<file path="src/rtl/cyc_irq_timer_pkg.sv">
package cyc_irq_timer_pkg;
   // control byte bit positions
   localparam int CTL_AUTO = 0;
   localparam int CTL_RUN  = 1;
   localparam int CTL_RAW  = 2;
   localparam int CTL_W    = 3;

   typedef enum logic [1:0] {
      SEL_RLD_LO = 2'd0,
      SEL_RLD_HI = 2'd1,
      SEL_CTRL   = 2'd2,
      SEL_ACK    = 2'd3
   } sel_e;
endpackage

</file>
<file path="src/rtl/cyc_irq_timer_regs.sv">
module cyc_irq_timer_regs
   import cyc_irq_timer_pkg::*;
#(
   parameter int CNT_W  = 8,
   parameter int DATA_W = 8
) (
   input  logic              clk,
   input  logic              rst_n,
   input  logic              wr_en,
   input  logic [1:0]        wr_sel,
   input  logic [DATA_W-1:0] wr_data,
   output logic [CNT_W-1:0]  reload,
   output logic [CTL_W-1:0]  ctl,
   output logic              ctl_wr,
   output logic              ack_wr,
   output logic              start
);
   localparam int HALF = CNT_W / 2;

   initial begin
      assert (CNT_W % 2 == 0) else $error("CNT_W must be even");
      assert (HALF <= DATA_W && CTL_W <= DATA_W) else $error("DATA_W too narrow");
   end

   logic lo_wr, hi_wr;

   always_comb begin
      lo_wr  = wr_en && (wr_sel == SEL_RLD_LO);
      hi_wr  = wr_en && (wr_sel == SEL_RLD_HI);
      ctl_wr = wr_en && (wr_sel == SEL_CTRL);
      ack_wr = wr_en && (wr_sel == SEL_ACK);
      start  = ctl_wr && wr_data[CTL_RUN];
   end

   always_ff @(posedge clk) begin
      if (!rst_n) begin
         reload <= '0;
         ctl    <= '0;
      end else begin
         if (lo_wr) reload[HALF-1:0]     <= wr_data[HALF-1:0];
         if (hi_wr) reload[CNT_W-1:HALF] <= wr_data[HALF-1:0];
         if (ctl_wr)
            ctl <= wr_data[CTL_W-1:0];
         else if (ack_wr)
            ctl[CTL_RUN] <= ctl[CTL_AUTO];
      end
   end

   // acknowledge copies auto-restart into run
   assert_ack_copy_R4: assert property (@(posedge clk) disable iff (!rst_n)
      ack_wr |=> (ctl[CTL_RUN] == $past(ctl[CTL_AUTO])));

   // high half of a reload write taken from data low bits
   assert_hi_half_R2: assert property (@(posedge clk) disable iff (!rst_n)
      hi_wr |=> (reload[CNT_W-1:HALF] == $past(wr_data[HALF-1:0])));
endmodule

</file>
<file path="src/rtl/cyc_irq_timer_prescale.sv">
module cyc_irq_timer_prescale #(
   parameter int LINE_DOTS = 341,
   parameter int DOTS_STEP = 3,
   parameter bit LINE_MODE = 1'b1
) (
   input  logic clk,
   input  logic rst_n,
   input  logic adv,
   input  logic raw_mode,
   input  logic start,
   output logic step
);
   localparam int PRE_W = $clog2(LINE_DOTS + 1) + 1;

   initial begin
      assert (DOTS_STEP > 0 && DOTS_STEP < LINE_DOTS) else $error("bad DOTS_STEP");
   end

   generate
      if (LINE_MODE) begin : g_line
         logic signed [PRE_W-1:0] pre_q;
         logic signed [PRE_W-1:0] pre_dec;
         logic                    line_done;

         always_comb begin
            pre_dec   = pre_q - PRE_W'(DOTS_STEP);
            line_done = pre_dec[PRE_W-1] || (pre_dec == '0);
            step      = adv && (raw_mode || line_done);
         end

         always_ff @(posedge clk) begin
            if (!rst_n)
               pre_q <= '0;
            else if (start)
               pre_q <= PRE_W'(LINE_DOTS);
            else if (adv && !raw_mode)
               pre_q <= line_done ? pre_dec + PRE_W'(LINE_DOTS) : pre_dec;
         end

         // held prescaler stays within one line
         assert_pre_range_R6: assert property (@(posedge clk) disable iff (!rst_n)
            (pre_q >= 0) && (pre_q <= PRE_W'(LINE_DOTS)));
         // frozen while not advancing
         assert_pre_hold_R8: assert property (@(posedge clk) disable iff (!rst_n)
            (!adv && !start) |=> $stable(pre_q));
      end else begin : g_raw
         always_comb step = adv;
      end
   endgenerate
endmodule

</file>
<file path="src/rtl/cyc_irq_timer_count.sv">
module cyc_irq_timer_count #(
   parameter int CNT_W = 8
) (
   input  logic             clk,
   input  logic             rst_n,
   input  logic             step,
   input  logic             start,
   input  logic             clr,
   input  logic [CNT_W-1:0] reload,
   output logic             irq
);
   localparam logic [CNT_W-1:0] CNT_MAX = '1;

   logic [CNT_W-1:0] cnt_q;
   logic             wrap;

   always_comb wrap = step && (cnt_q == CNT_MAX);

   always_ff @(posedge clk) begin
      if (!rst_n) begin
         cnt_q <= '0;
         irq   <= 1'b0;
      end else begin
         if (start)
            cnt_q <= reload;
         else if (step)
            cnt_q <= wrap ? reload : cnt_q + 1'b1;
         if (wrap)
            irq <= 1'b1;
         else if (clr)
            irq <= 1'b0;
      end
   end

   // IRQ only rises on a rollover, which leaves the reload value behind
   assert_rise_on_wrap_R7: assert property (@(posedge clk) disable iff (!rst_n)
      $rose(irq) |-> ($past(step) && cnt_q == $past(reload)));
   // counter only moves on a step or a start
   assert_cnt_hold_R9: assert property (@(posedge clk) disable iff (!rst_n)
      (!step && !start) |=> $stable(cnt_q));
endmodule

</file>
<file path="src/rtl/cyc_irq_timer.sv">
module cyc_irq_timer
   import cyc_irq_timer_pkg::*;
#(
   parameter int CNT_W     = 8,
   parameter int DATA_W    = 8,
   parameter int LINE_DOTS = 341,
   parameter int DOTS_STEP = 3,
   parameter bit LINE_MODE = 1'b1
) (
   input  logic              clk,
   input  logic              rst_n,
   input  logic              cpu_tick,
   input  logic              wr_en,
   input  logic [1:0]        wr_sel,
   input  logic [DATA_W-1:0] wr_data,
   output logic              irq
);
   logic [CNT_W-1:0] reload;
   logic [CTL_W-1:0] ctl;
   logic             ctl_wr, ack_wr, start, adv, step;

   cyc_irq_timer_regs #(.CNT_W(CNT_W), .DATA_W(DATA_W)) u_regs (
      .clk(clk), .rst_n(rst_n), .wr_en(wr_en), .wr_sel(wr_sel),
      .wr_data(wr_data), .reload(reload), .ctl(ctl),
      .ctl_wr(ctl_wr), .ack_wr(ack_wr), .start(start)
   );

   // a control write takes the cycle; no advance beside it
   always_comb adv = ctl[CTL_RUN] && cpu_tick && !ctl_wr;

   cyc_irq_timer_prescale #(.LINE_DOTS(LINE_DOTS), .DOTS_STEP(DOTS_STEP),
                            .LINE_MODE(LINE_MODE)) u_pre (
      .clk(clk), .rst_n(rst_n), .adv(adv), .raw_mode(ctl[CTL_RAW]),
      .start(start), .step(step)
   );

   cyc_irq_timer_count #(.CNT_W(CNT_W)) u_cnt (
      .clk(clk), .rst_n(rst_n), .step(step), .start(start),
      .clr(ctl_wr || ack_wr), .reload(reload), .irq(irq)
   );

   // control write leaves IRQ low next cycle
   assert_ctrl_clears_R3: assert property (@(posedge clk) disable iff (!rst_n)
      (wr_en && wr_sel == SEL_CTRL) |=> !irq);
   // no rise while stopped
   assert_stopped_R8: assert property (@(posedge clk) disable iff (!rst_n)
      (!ctl[CTL_RUN]) |=> !$rose(irq));
   // no rise without a CPU cycle
   assert_no_tick_R9: assert property (@(posedge clk) disable iff (!rst_n)
      (!cpu_tick) |=> !$rose(irq));
endmodule

</file>
<file path="config.mk">
export PLATFORM = sky130hd
export DESIGN_NAME = cyc_irq_timer
export DESIGN_NICKNAME = d
export VERILOG_FILES = /design/src/rtl/cyc_irq_timer_pkg.sv /design/src/rtl/cyc_irq_timer_regs.sv /design/src/rtl/cyc_irq_timer_prescale.sv /design/src/rtl/cyc_irq_timer_count.sv /design/src/rtl/cyc_irq_timer.sv
export SDC_FILE = /design/constraint.sdc
export NUM_CORES = 1
export LEC_CHECK = 0
export BUFFER_PORTS_ARGS = -buffer_cell sky130_fd_sc_hd__buf_2
export CAP_MARGIN = 20
export CELL_PAD_IN_SITES_DETAIL_PLACEMENT = 1
export CELL_PAD_IN_SITES_GLOBAL_PLACEMENT = 2
export CORE_UTILIZATION = 38
export CTS_CLUSTER_SIZE = 12
export DETAILED_ROUTE_END_ITERATION = 7
export PLACE_DENSITY = 0.94
export SYNTH_ARGS = -nofsm -noshare
export SYNTH_HDL_FRONTEND = slang
export SYNTH_SLANG_ARGS = --single-unit
</file>
<file path="constraint.sdc">
create_clock -name clk -period 7.7 [get_ports clk]
set_input_delay 1.54 -clock clk [delete_from_list [all_inputs] [get_ports clk]]
set_output_delay 1.54 -clock clk [all_outputs]
set_load 0.03 [all_outputs]
</file>
### Word-level counts from Yosys, hierarchy flattened

Cells that the tools add are included.
Widths: inputs -> output; s select.

| operators by class | value |
|---|---|
| bitwise operators | 1 |
| multiplexer cells | 10 |
| eq/ne operators | 4 |
| add/subtract/negate cells | 3 |
| reduce and logical (&&, ||, !) cells | 22 |

Operators with widths:

| cell | count |
|---|---|
| $mux 8 | 3 |
| $mux 9 | 2 |
| $add 10x10->10 const B | 1 |
| $logic_and 1x1->1 | 10 |
| $logic_not 10->1 | 1 |
| $mux 10 | 1 |
| $sub 10x3->10 const B | 1 |
| $add 8x1->8 const B | 1 |
| $eq 8x8->1 const B | 1 |
| $reduce_bool 2->1 | 4 |
| $eq 2x2->1 const B | 2 |
| $mux 1 | 4 |
| $logic_or 1x1->1 | 3 |
| $eq 2x1->1 const B | 1 |
| $logic_not 1->1 | 2 |
| $logic_not 2->1 | 1 |
| $reduce_or 2->1 | 1 |
| $not 1->1 | 1 |

| storage, ports and cells | value |
|---|---|
| bits in registers | 30 |
| logic and storage cells | 48 |
| output and inout port bits | 1 |

### Logic depth before layout (Yosys ltp)

Gate-level depths: netlist (run 1).

| depth | value |
|---|---|
| depth in word-level cells | 9 |
| gate-level depth with buffers | 11 |
| gate-level depth less buffers | 9 |

### By module

Synthesis (run 1) repeated with hierarchy kept, for this count alone.

| unflattened totals | value |
|---|---|
| cell total of the unflattened synthesis | 283 |
| area, all modules | 2268.4 um^2 |

By module, submodules not included:

| module | seq. area each (um^2) | area each (um^2) | cells each | instances |
|---|---|---|---|---|
| cyc_irq_timer_prescale | 200.2 | 1223.7 | 165 | 1 |
| cyc_irq_timer_count | 180.2 | 573.0 | 69 | 1 |
| cyc_irq_timer_regs | 220.2 | 456.7 | 47 | 1 |
| cyc_irq_timer | 0.0 | 15.0 | 2 | 1 |

### Worst setup path before layout (run 1)

Ideal clock, no wire load.

| timing | value |
|---|---|
| kind | input to register |
| start | input port wr_sel[1] |
| end | register u_pre.g_line.pre_q[7] |
| required time | 7.629 ns |
| setup time | 0.071 ns |
| cell stages on the path | 7 |
| path buffers | 1 |
| slack | 4.636 ns |
| arrival | 2.993 ns |
| cell sequence | nand2_1 nor2_1 or3_1 clkbuf_1 or4_4 a21o_1 a21oi_1 |

| on the way | value |
|---|---|
| word-level cells in the longest chain between the ends | 5 |
| elaborated cells on any way between the ends | 7 |

RTL lines:

| element | line | RTL |
|---|---|---|
| from (decl) | cyc_irq_timer.sv:14 | `input logic [1:0] wr_sel,` |
| $eq 2x2->1 * | cyc_irq_timer_regs.sv:30 | `ctl_wr = wr_en && (wr_sel == SEL_CTRL);` |
| $logic_and 1x1->1 * | cyc_irq_timer_regs.sv:30 |  |
| $logic_not 1->1 | cyc_irq_timer.sv:29 | `always_comb adv = ctl[CTL_RUN] && cpu_tick && !ctl_wr;` |
| $logic_and 1x1->1 | cyc_irq_timer.sv:29 |  |
| $logic_and 1x1->1 | cyc_irq_timer_prescale.sv:36 | `else if (adv && !raw_mode)` |
| to (signal assigned) | cyc_irq_timer_prescale.sv:35 | `pre_q <= PRE_W'(LINE_DOTS);` |
| to (signal assigned) | cyc_irq_timer_prescale.sv:37 | `pre_q <= line_done ? pre_dec + PRE_W'(LINE_DOTS) : pre_dec;` |
| to (decl) | cyc_irq_timer_prescale.sv:21 | `logic signed [PRE_W-1:0] pre_q;` |

Every way passes the cells marked *; elsewhere a longest branch is shown, timed or not.
A chain may end at the register's enable or synchronous reset.

### Final worst setup path (run 1)

| timing | value |
|---|---|
| start | register u_pre.g_line.pre_q[2] |
| end | register u_pre.g_line.pre_q[7] |

| on the way | value |
|---|---|
| word-level cells in the longest chain between the ends | 4 |
| elaborated cells on any way between the ends | 5 |

RTL lines:

| element | line | RTL |
|---|---|---|
| $sub 10x3->10 * | cyc_irq_timer_prescale.sv:26 | `pre_dec = pre_q - PRE_W'(DOTS_STEP);` |
| branches (longest 2 deep; another with $add 10x10->10) | n/a |  |
| $mux 10 * | cyc_irq_timer_prescale.sv:37 |  |

Mark *: on every way between the ends.

==> impl_metrics.tcl, run 1 <==
set metrics [dict create \
    crit_type "reg -> reg" \
    routabilityCongestion 0.777 \
    cts_buffer_depth 2 \
    start_util_pct 40.4 \
    path_clk_slew_ps 70 \
    grt_util_all_layers_pct 21.1 \
    p_per_area_nw_per_um2 181 \
    cts_tree "built" \
    ios 15 \
    ant_nets 0 \
    cp.arrival_ps 3620 \
    end_kind "flop" \
    worst_pin_slew_ps 1010 \
    die_y_um 73.8 \
    fin_ws_ps 4300 \
    vias_per_cell 5.76 \
    drv_cap 0 \
    dpl.hpwl_um 3670 \
    port_buffers 10 \
    overflow 0 \
    finalSetupViolCount 0 \
    core_area_um2 4850 \
    switching_share_pct 31.2 \
    n_antenna_cell 0 \
    synth_fp_nets 261 \
    wire_per_inst_um 16.0 \
    slew_headroom_pct 32.7 \
    synth_area_um2 1960 \
    worstPathCellList "inv_1, ha_1, a2111oi_1, nand3_1, o211ai_2, a21oi_2, or4_4, a21o_1, a21oi_1" \
    synth_area_per_cell_um2 8.06 \
    postCtsSetupBuffers 0 \
    dieArea_um2 5440 \
    p_leak_nw 0.840 \
    ys_async_sr_fraction_pct 0 \
    synthCells 243 \
    rsz0062_at_grt "false" \
    worst_setup_path_start_kind "flop" \
    grt_pass1_vias 1798 \
    finalHoldViolations 0 \
    cts_htree_levels 2 \
    pwr-share-seq_pct 44.0 \
    cts_root_buffer "clkbuf_8" \
    numCtsBuffers 5 \
    crit_fanout 12 \
    synthFlopType "dfxtp_1" \
    synth_edf_count 0 \
    synth_cell_types 59 \
    routed_wl_um 5050 \
    nNetsFinal 265 \
    fin_crit_ps 3400 \
    via_count 1813 \
    intPower_mw 0.265 \
    grt_max_degree 17 \
    cpMaxStageDelayCell "a2111oi_1" \
    drive_above_1_share_pct 11.7 \
    clock-sinks 30 \
    power_frac_comb_pct 20.5 \
    rows 25 \
    cp_data_required_time_ps 7920 \
    drtPass1Iterations 4 \
    drt_iter0_markers 101 \
    postCtsResizedCells 0 \
    die-width_um 73.8 \
    antenna_found_initial 0 \
    slowest_delay_ps 950 \
    hold_path_class "reg -> reg" \
    place_ws_ps 4220 \
    mostFrequentLayoutCells "dfxtp_1 (30), nor2_1 (26), a21oi_1 (21), o21ai_0 (17), nand2_1 (14)" \
    layout.cells.most_common "dfxtp_1" \
    fin_tns_setup_ps 0 \
    drc 0 \
    period_share_pct 44.2 \
    drv_slew 0 \
    synth_seq_cells 30 \
    grt_pass1_wl_um 8760 \
    fmax_mhz 294 \
    area_delta_synth_final_pct 8.56 \
    ir_drop_mv 0.0872 \
    hold_buffers 0 \
    switchingPower_mw 0.120 \
    ys_seq_area_share_pct 30.7 \
    yosysWarnings 0 \
    fin_skew_ps 10.6 \
    clock_latency_ps 290 \
    reg2reg_slack_ps 4300 \
    p_clk_share_pct 35.4 \
    status "finished clean" \
]
==> synthesized netlist by cell type, drive strengths merged (3+ instances only) <==
| master | count | share of area [%] |
|---|---|---|
| ha | 4 | 2.6 |
| nand2 | 14 | 2.7 |
| mux2i | 13 | 6.6 |
| buf | 4 | 1.6 |
| clkbuf | 10 | 1.9 |
| or4 | 3 | 1.3 |
| nor3 | 8 | 2.0 |
| dfxtp | 30 | 31 |
| inv | 7 | 1.3 |
| nor2 | 26 | 5.0 |
| o21ai | 18 | 4.6 |
| nand3 | 7 | 1.8 |
| a21o | 3 | 1.2 |
| or3 | 7 | 2.5 |
| a21oi | 22 | 5.8 |
| xnor2 | 8 | 3.6 |
| a22oi | 3 | 1.2 |
| o2bb2ai | 3 | 1.3 |
| and3 | 11 | 3.8 |
==> area by class of cell <==
| class | count | area, µm² |
|---|---|---|
| Sequential cell | 30 | 601 |
| Multi-Input combinational cell | 192 | 1260 |
| Clock inverter | 2 | 12.5 |
| Timing Repair Buffer | 11 | 57.6 |
| Inverter | 7 | 26.3 |
| Tap cell | 67 | 83.8 |
| Clock buffer | 6 | 82.6 |
| Fill cell | 607 | 2720 |
==> power by group through the flow <==
stage | Combinational [mW] | Clock (mW) | Sequential (mW)
final | 0.0791 | 0.137 | 0.170
after global routing | 0.0877 | 0.146 | 0.171
after CTS | 0.0791 | 0.140 | 0.170
after detailed placement | 0.0785 | 0 | 0.173
after global placement | 0.0770 | 0 | 0.173
after floorplan | 0.0657 | 0 | 0.168
==> flip-flops by register name, indices dropped and copies added, names as in the netlist <==
| name | cells |
|---|---|
| u_regs.reload | 8 |
| u_pre.g_line.pre_q | 10 |
| u_regs.ctl | 3 |
| u_cnt.cnt_q | 8 |
| u_cnt.irq | 1 |
==> path summary, 6_finish.rpt <==
kind,end,startpoint,cells past startpoint
setup reg to reg,u_pre.g_line.pre_q[7],u_pre.g_line.pre_q[2],9
hold / removal,u_cnt.cnt_q[3],u_regs.reload[3],1
hold reg to reg,u_cnt.cnt_q[3],u_regs.reload[3],1
setup / recovery,u_pre.g_line.pre_q[7],u_pre.g_line.pre_q[2],9
==> metal layers <==
layer	global-route usage, %	share of wire [%]	vias up	wire length, µm
met3	5.21	2.2	4	109
met4	5.77	0.89	0	45
met1	28.8	51	887	2560
met2	33.0	46	14	2340
li1	-	-	908	-
met5	0	0	-	0
==> metrics by stage <==
step	power, mW	utilization [%]	hold slack, ps	std cells	area [µm²]
6_report	0.386	43.8	496	315	2130
5_1_grt	0.405	43.8	513	315	2130
4_1_cts	0.389	43.8	490	315	2130
3_5_place_dp	0.252	41.9	468	307	2030
3_3_place_gp	0.250	41.9	464	307	2030
2_1_floorplan	0.234	-	432	243	1960
==> worst max-delay path: cells and delay by family (launching register included) <==
family          cells  cell delay [ps]
compound gates      5             1570
fa+ha+maj           1              300
buf+inv             1              170
flops               1              560
simple gates        2              760
==> logic make-up after synthesis <==
group	Yosys count	synth area share, %
mux	13	6.65
compound gates	76	26.4
simple gates	89	24.0
xor+xnor	10	4.86
buf+inv	21	4.86
fa+ha+maj	4	2.56
flops	30	30.7
(Power assumes the default switching activity.)
==> run 2: changes to the inputs <==
Settings changed: ABC_AREA from default to 1, CORE_UTILIZATION 38 to 30, PLACE_DENSITY 0.94 to 0.86.
Clock period 7.7 ns to 3.02 ns, I/O delays scaled along.
==> run 2 against run 1 <==
Clock skew decreased by 1.7 ps. Highest routed layer unchanged. Largest cell class unchanged. Via count increased by 1.6%. Synthesized cell count increased by 20%. Worst hold slack got worse by 28 ps. Sequential cell count unchanged. Clock power increased to 2.5 times the previous value. Critical path depth increased by 6. Critical path type unchanged. Die area increased by 25%. Sequential power increased to 2.5 times the previous value.
==> impl_metrics.tcl, run 2 <==
set metrics [dict create \
    status "finished clean" \
    fin_ws_ps 636 \
    cpMaxStageDelayCell "dfxtp_1" \
    rows 28 \
    n_antenna_cell 0 \
    crit_fanout 13 \
    switching_share_pct 31.7 \
    synth_fp_nets 309 \
    start_util_pct 32.0 \
    fin_tns_setup_ps 0 \
    drc 0 \
    layout.cells.most_common "nand2_1" \
    cts_htree_levels 2 \
    p_per_area_nw_per_um2 452 \
    vias_per_cell 4.86 \
    yosysWarnings 0 \
    regMostFlops "u_pre.g_line.pre_q" \
    drive_above_1_share_pct 16.8 \
    worst_pin_slew_ps 681 \
    synth_top_area_share_pct 30.8 \
    port_buffers 10 \
    path_buf_inv 1 \
    cp_common_cell "nand2_1" \
    slowest_delay_ps 450 \
    period_share_pct 79.0 \
    cts_buffer_depth 2 \
    numCtsBuffers 5 \
    cp_data_required_time_ps 3250 \
    ant_nets 0 \
    switchingPower_mw 0.308 \
    finalHoldViolations 0 \
    ir_drop_mv 0.256 \
    slew_headroom_pct 54.2 \
    synth.area.top_cells "dfxtp_1 (31%), nand2_1 (10%), inv_1 (7.3%)" \
    nNetsFinal 321 \
    wire_per_inst_um 12.8 \
    grt_util_all_layers_pct 16.3 \
    synth_area_um2 1950 \
    synth_cell_types 32 \
    ys_seq_area_share_pct 30.8 \
    r2r-end "u_cnt.cnt_q[1]" \
    grt_max_degree 20 \
    whs_endpoint "u_cnt.cnt_q[6]" \
    p_leak_nw 1.00 \
    cts_tree "built" \
    ios 15 \
    synth_edf_count 0 \
    largest_reg_flops 10 \
    synthTopCellsByCount "nand2_1 (52), inv_1 (38), dfxtp_1 (30)" \
    hold_depth 2 \
    via_count 1842 \
    yosysTopAreaCell "dfxtp_1" \
    synthFlopType "dfxtp_1" \
    drt_iter0_markers 81 \
    mostFrequentLayoutCells "nand2_1 (52), inv_1 (38), dfxtp_1 (30), nor2_1 (27), nand3_1 (27)" \
    drtPass1Iterations 4 \
    area_delta_synth_final_pct 10.6 \
    pwr-share-seq_pct 43.9 \
    overflow 0 \
    fin_skew_ps 8.90 \
    fin_crit_ps 2380 \
    dpl.hpwl_um 3690 \
    clock_latency_ps 280 \
    core_area_um2 6100 \
    crit-reg2reg-launch "u_pre.g_line.pre_q[2]" \
    postCtsSetupBuffers 0 \
    cts_root_buffer "clkbuf_8" \
    power_frac_comb_pct 20.5 \
    synth_area_per_cell_um2 6.69 \
    synth_seq_cells 30 \
    routabilityCongestion 0.759 \
    hp-start "u_regs.reload[6]" \
    ys_async_sr_fraction_pct 0 \
    end_kind "flop" \
    drv_slew 0 \
    cp.arrival_ps 2610 \
    cp_top_family "simple AND/OR/NAND/NOR gates" \
    yosysMostFrequentCell "nand2_1" \
    worst_setup_path_start_kind "flop" \
    rsz0062_at_grt "false" \
    antenna_found_initial 0 \
    synthCells 291 \
    hold_path_class "reg -> reg" \
    die-width_um 82.6 \
    drv_cap 0 \
    reg.largest.list "u_pre.g_line.pre_q (10), u_cnt.cnt_q (8), u_regs.reload (8)" \
    path_clk_slew_ps 70 \
    r2r_cells 15 \
    hold_buffers 0 \
    worstPathCellList "inv_2, ha_1, nand2_1, nand2_2, nand2_1, nand2_1, nor2_2, nand2_2, nor2_4, nand2_4, nand3_4, nand3_4, a21boi_0, nor2_1, nor2_1" \
    intPower_mw 0.666 \
    postCtsResizedCells 0 \
    clock-sinks 30 \
    reg2reg_slack_ps 640 \
    crit_type "reg -> reg" \
    grt_pass1_vias 1765 \
    place_ws_ps 603 \
    dieArea_um2 6820 \
    grt_pass1_wl_um 8370 \
    p_clk_share_pct 35.6 \
    fmax_mhz 419 \
    die_y_um 82.6 \
    routed_wl_um 4850 \
    finalSetupViolCount 0 \
]
-- run 2: power by group through the flow --
stage / logic [mW] / clock network (mW) / registers (mW)
2_1_floorplan: 0.162 / 0 / 0.431
3_3_place_gp: 0.198 / 0 / 0.435
3_5_place_dp: 0.201 / 0 / 0.436
4_1_cts: 0.203 / 0.358 / 0.427
5_1_grt: 0.228 / 0.374 / 0.430
6_report: 0.200 / 0.347 / 0.427
-- run 2: layout make-up --
| class | count | area (µm²) |
|---|---|---|
| Clock inverter | 2 | 12.5 |
| Timing Repair Buffer | 11 | 57.6 |
| Clock buffer | 6 | 82.6 |
| Inverter | 44 | 168 |
| Fill cell | 822 | 3940 |
| Multi-Input combinational cell | 211 | 1140 |
| Tap cell | 75 | 93.8 |
| Sequential cell | 30 | 601 |
-- run 2: metal layers --
metal	GRT usage (%)	routed length, µm	up-vias
met1	22.4	2490	851
li1	-	-	964
met4	4.66	57	0
met5	0	0	-
met3	2.97	108	5
met2	25.8	2200	22
-- run 2: worst max-delay path by stage --
stage                                from        endpoint  slack (ps)  depth (start not counted)
floorplan           u_pre.g_line.pre_q[2]  u_cnt.cnt_q[1]        1130                         15
global placement    u_pre.g_line.pre_q[2]  u_cnt.cnt_q[1]         730                         15
detailed placement  u_pre.g_line.pre_q[2]  u_cnt.cnt_q[1]         600                         15
CTS                 u_pre.g_line.pre_q[2]  u_cnt.cnt_q[1]         590                         15
global route        u_pre.g_line.pre_q[2]  u_cnt.cnt_q[1]         400                         15
finish              u_pre.g_line.pre_q[2]  u_cnt.cnt_q[1]         640                         15
-- run 2: logic make-up after synthesis --
family / count (synthesis) / synth area share [%]
xor+xnor: 8 / 3.60
simple gates: 139 / 35.6
buf+inv: 50 / 10.7
fa+ha+maj: 4 / 2.57
compound gates: 60 / 16.8
flops: 30 / 30.8
-- run 2: per-stage QoR --
stage	total power [mW]	hold slack (ps)	utilization, %	std cells	cell area [µm²]
2_1_floorplan	0.593	440	-	291	1950
3_3_place_gp	0.633	456	33.8	371	2060
3_5_place_dp	0.637	457	33.8	371	2060
4_1_cts	0.987	465	35.3	379	2150
5_1_grt	1.03	501	35.3	379	2150
6_report	0.974	469	35.3	379	2150
-- run 2: worst min-delay path: cells and delay by family (launching register included) --
kind | cells | cell delay (ps)
compound gates | 1 | 60
flops | 1 | 310
simple gates | 1 | 60
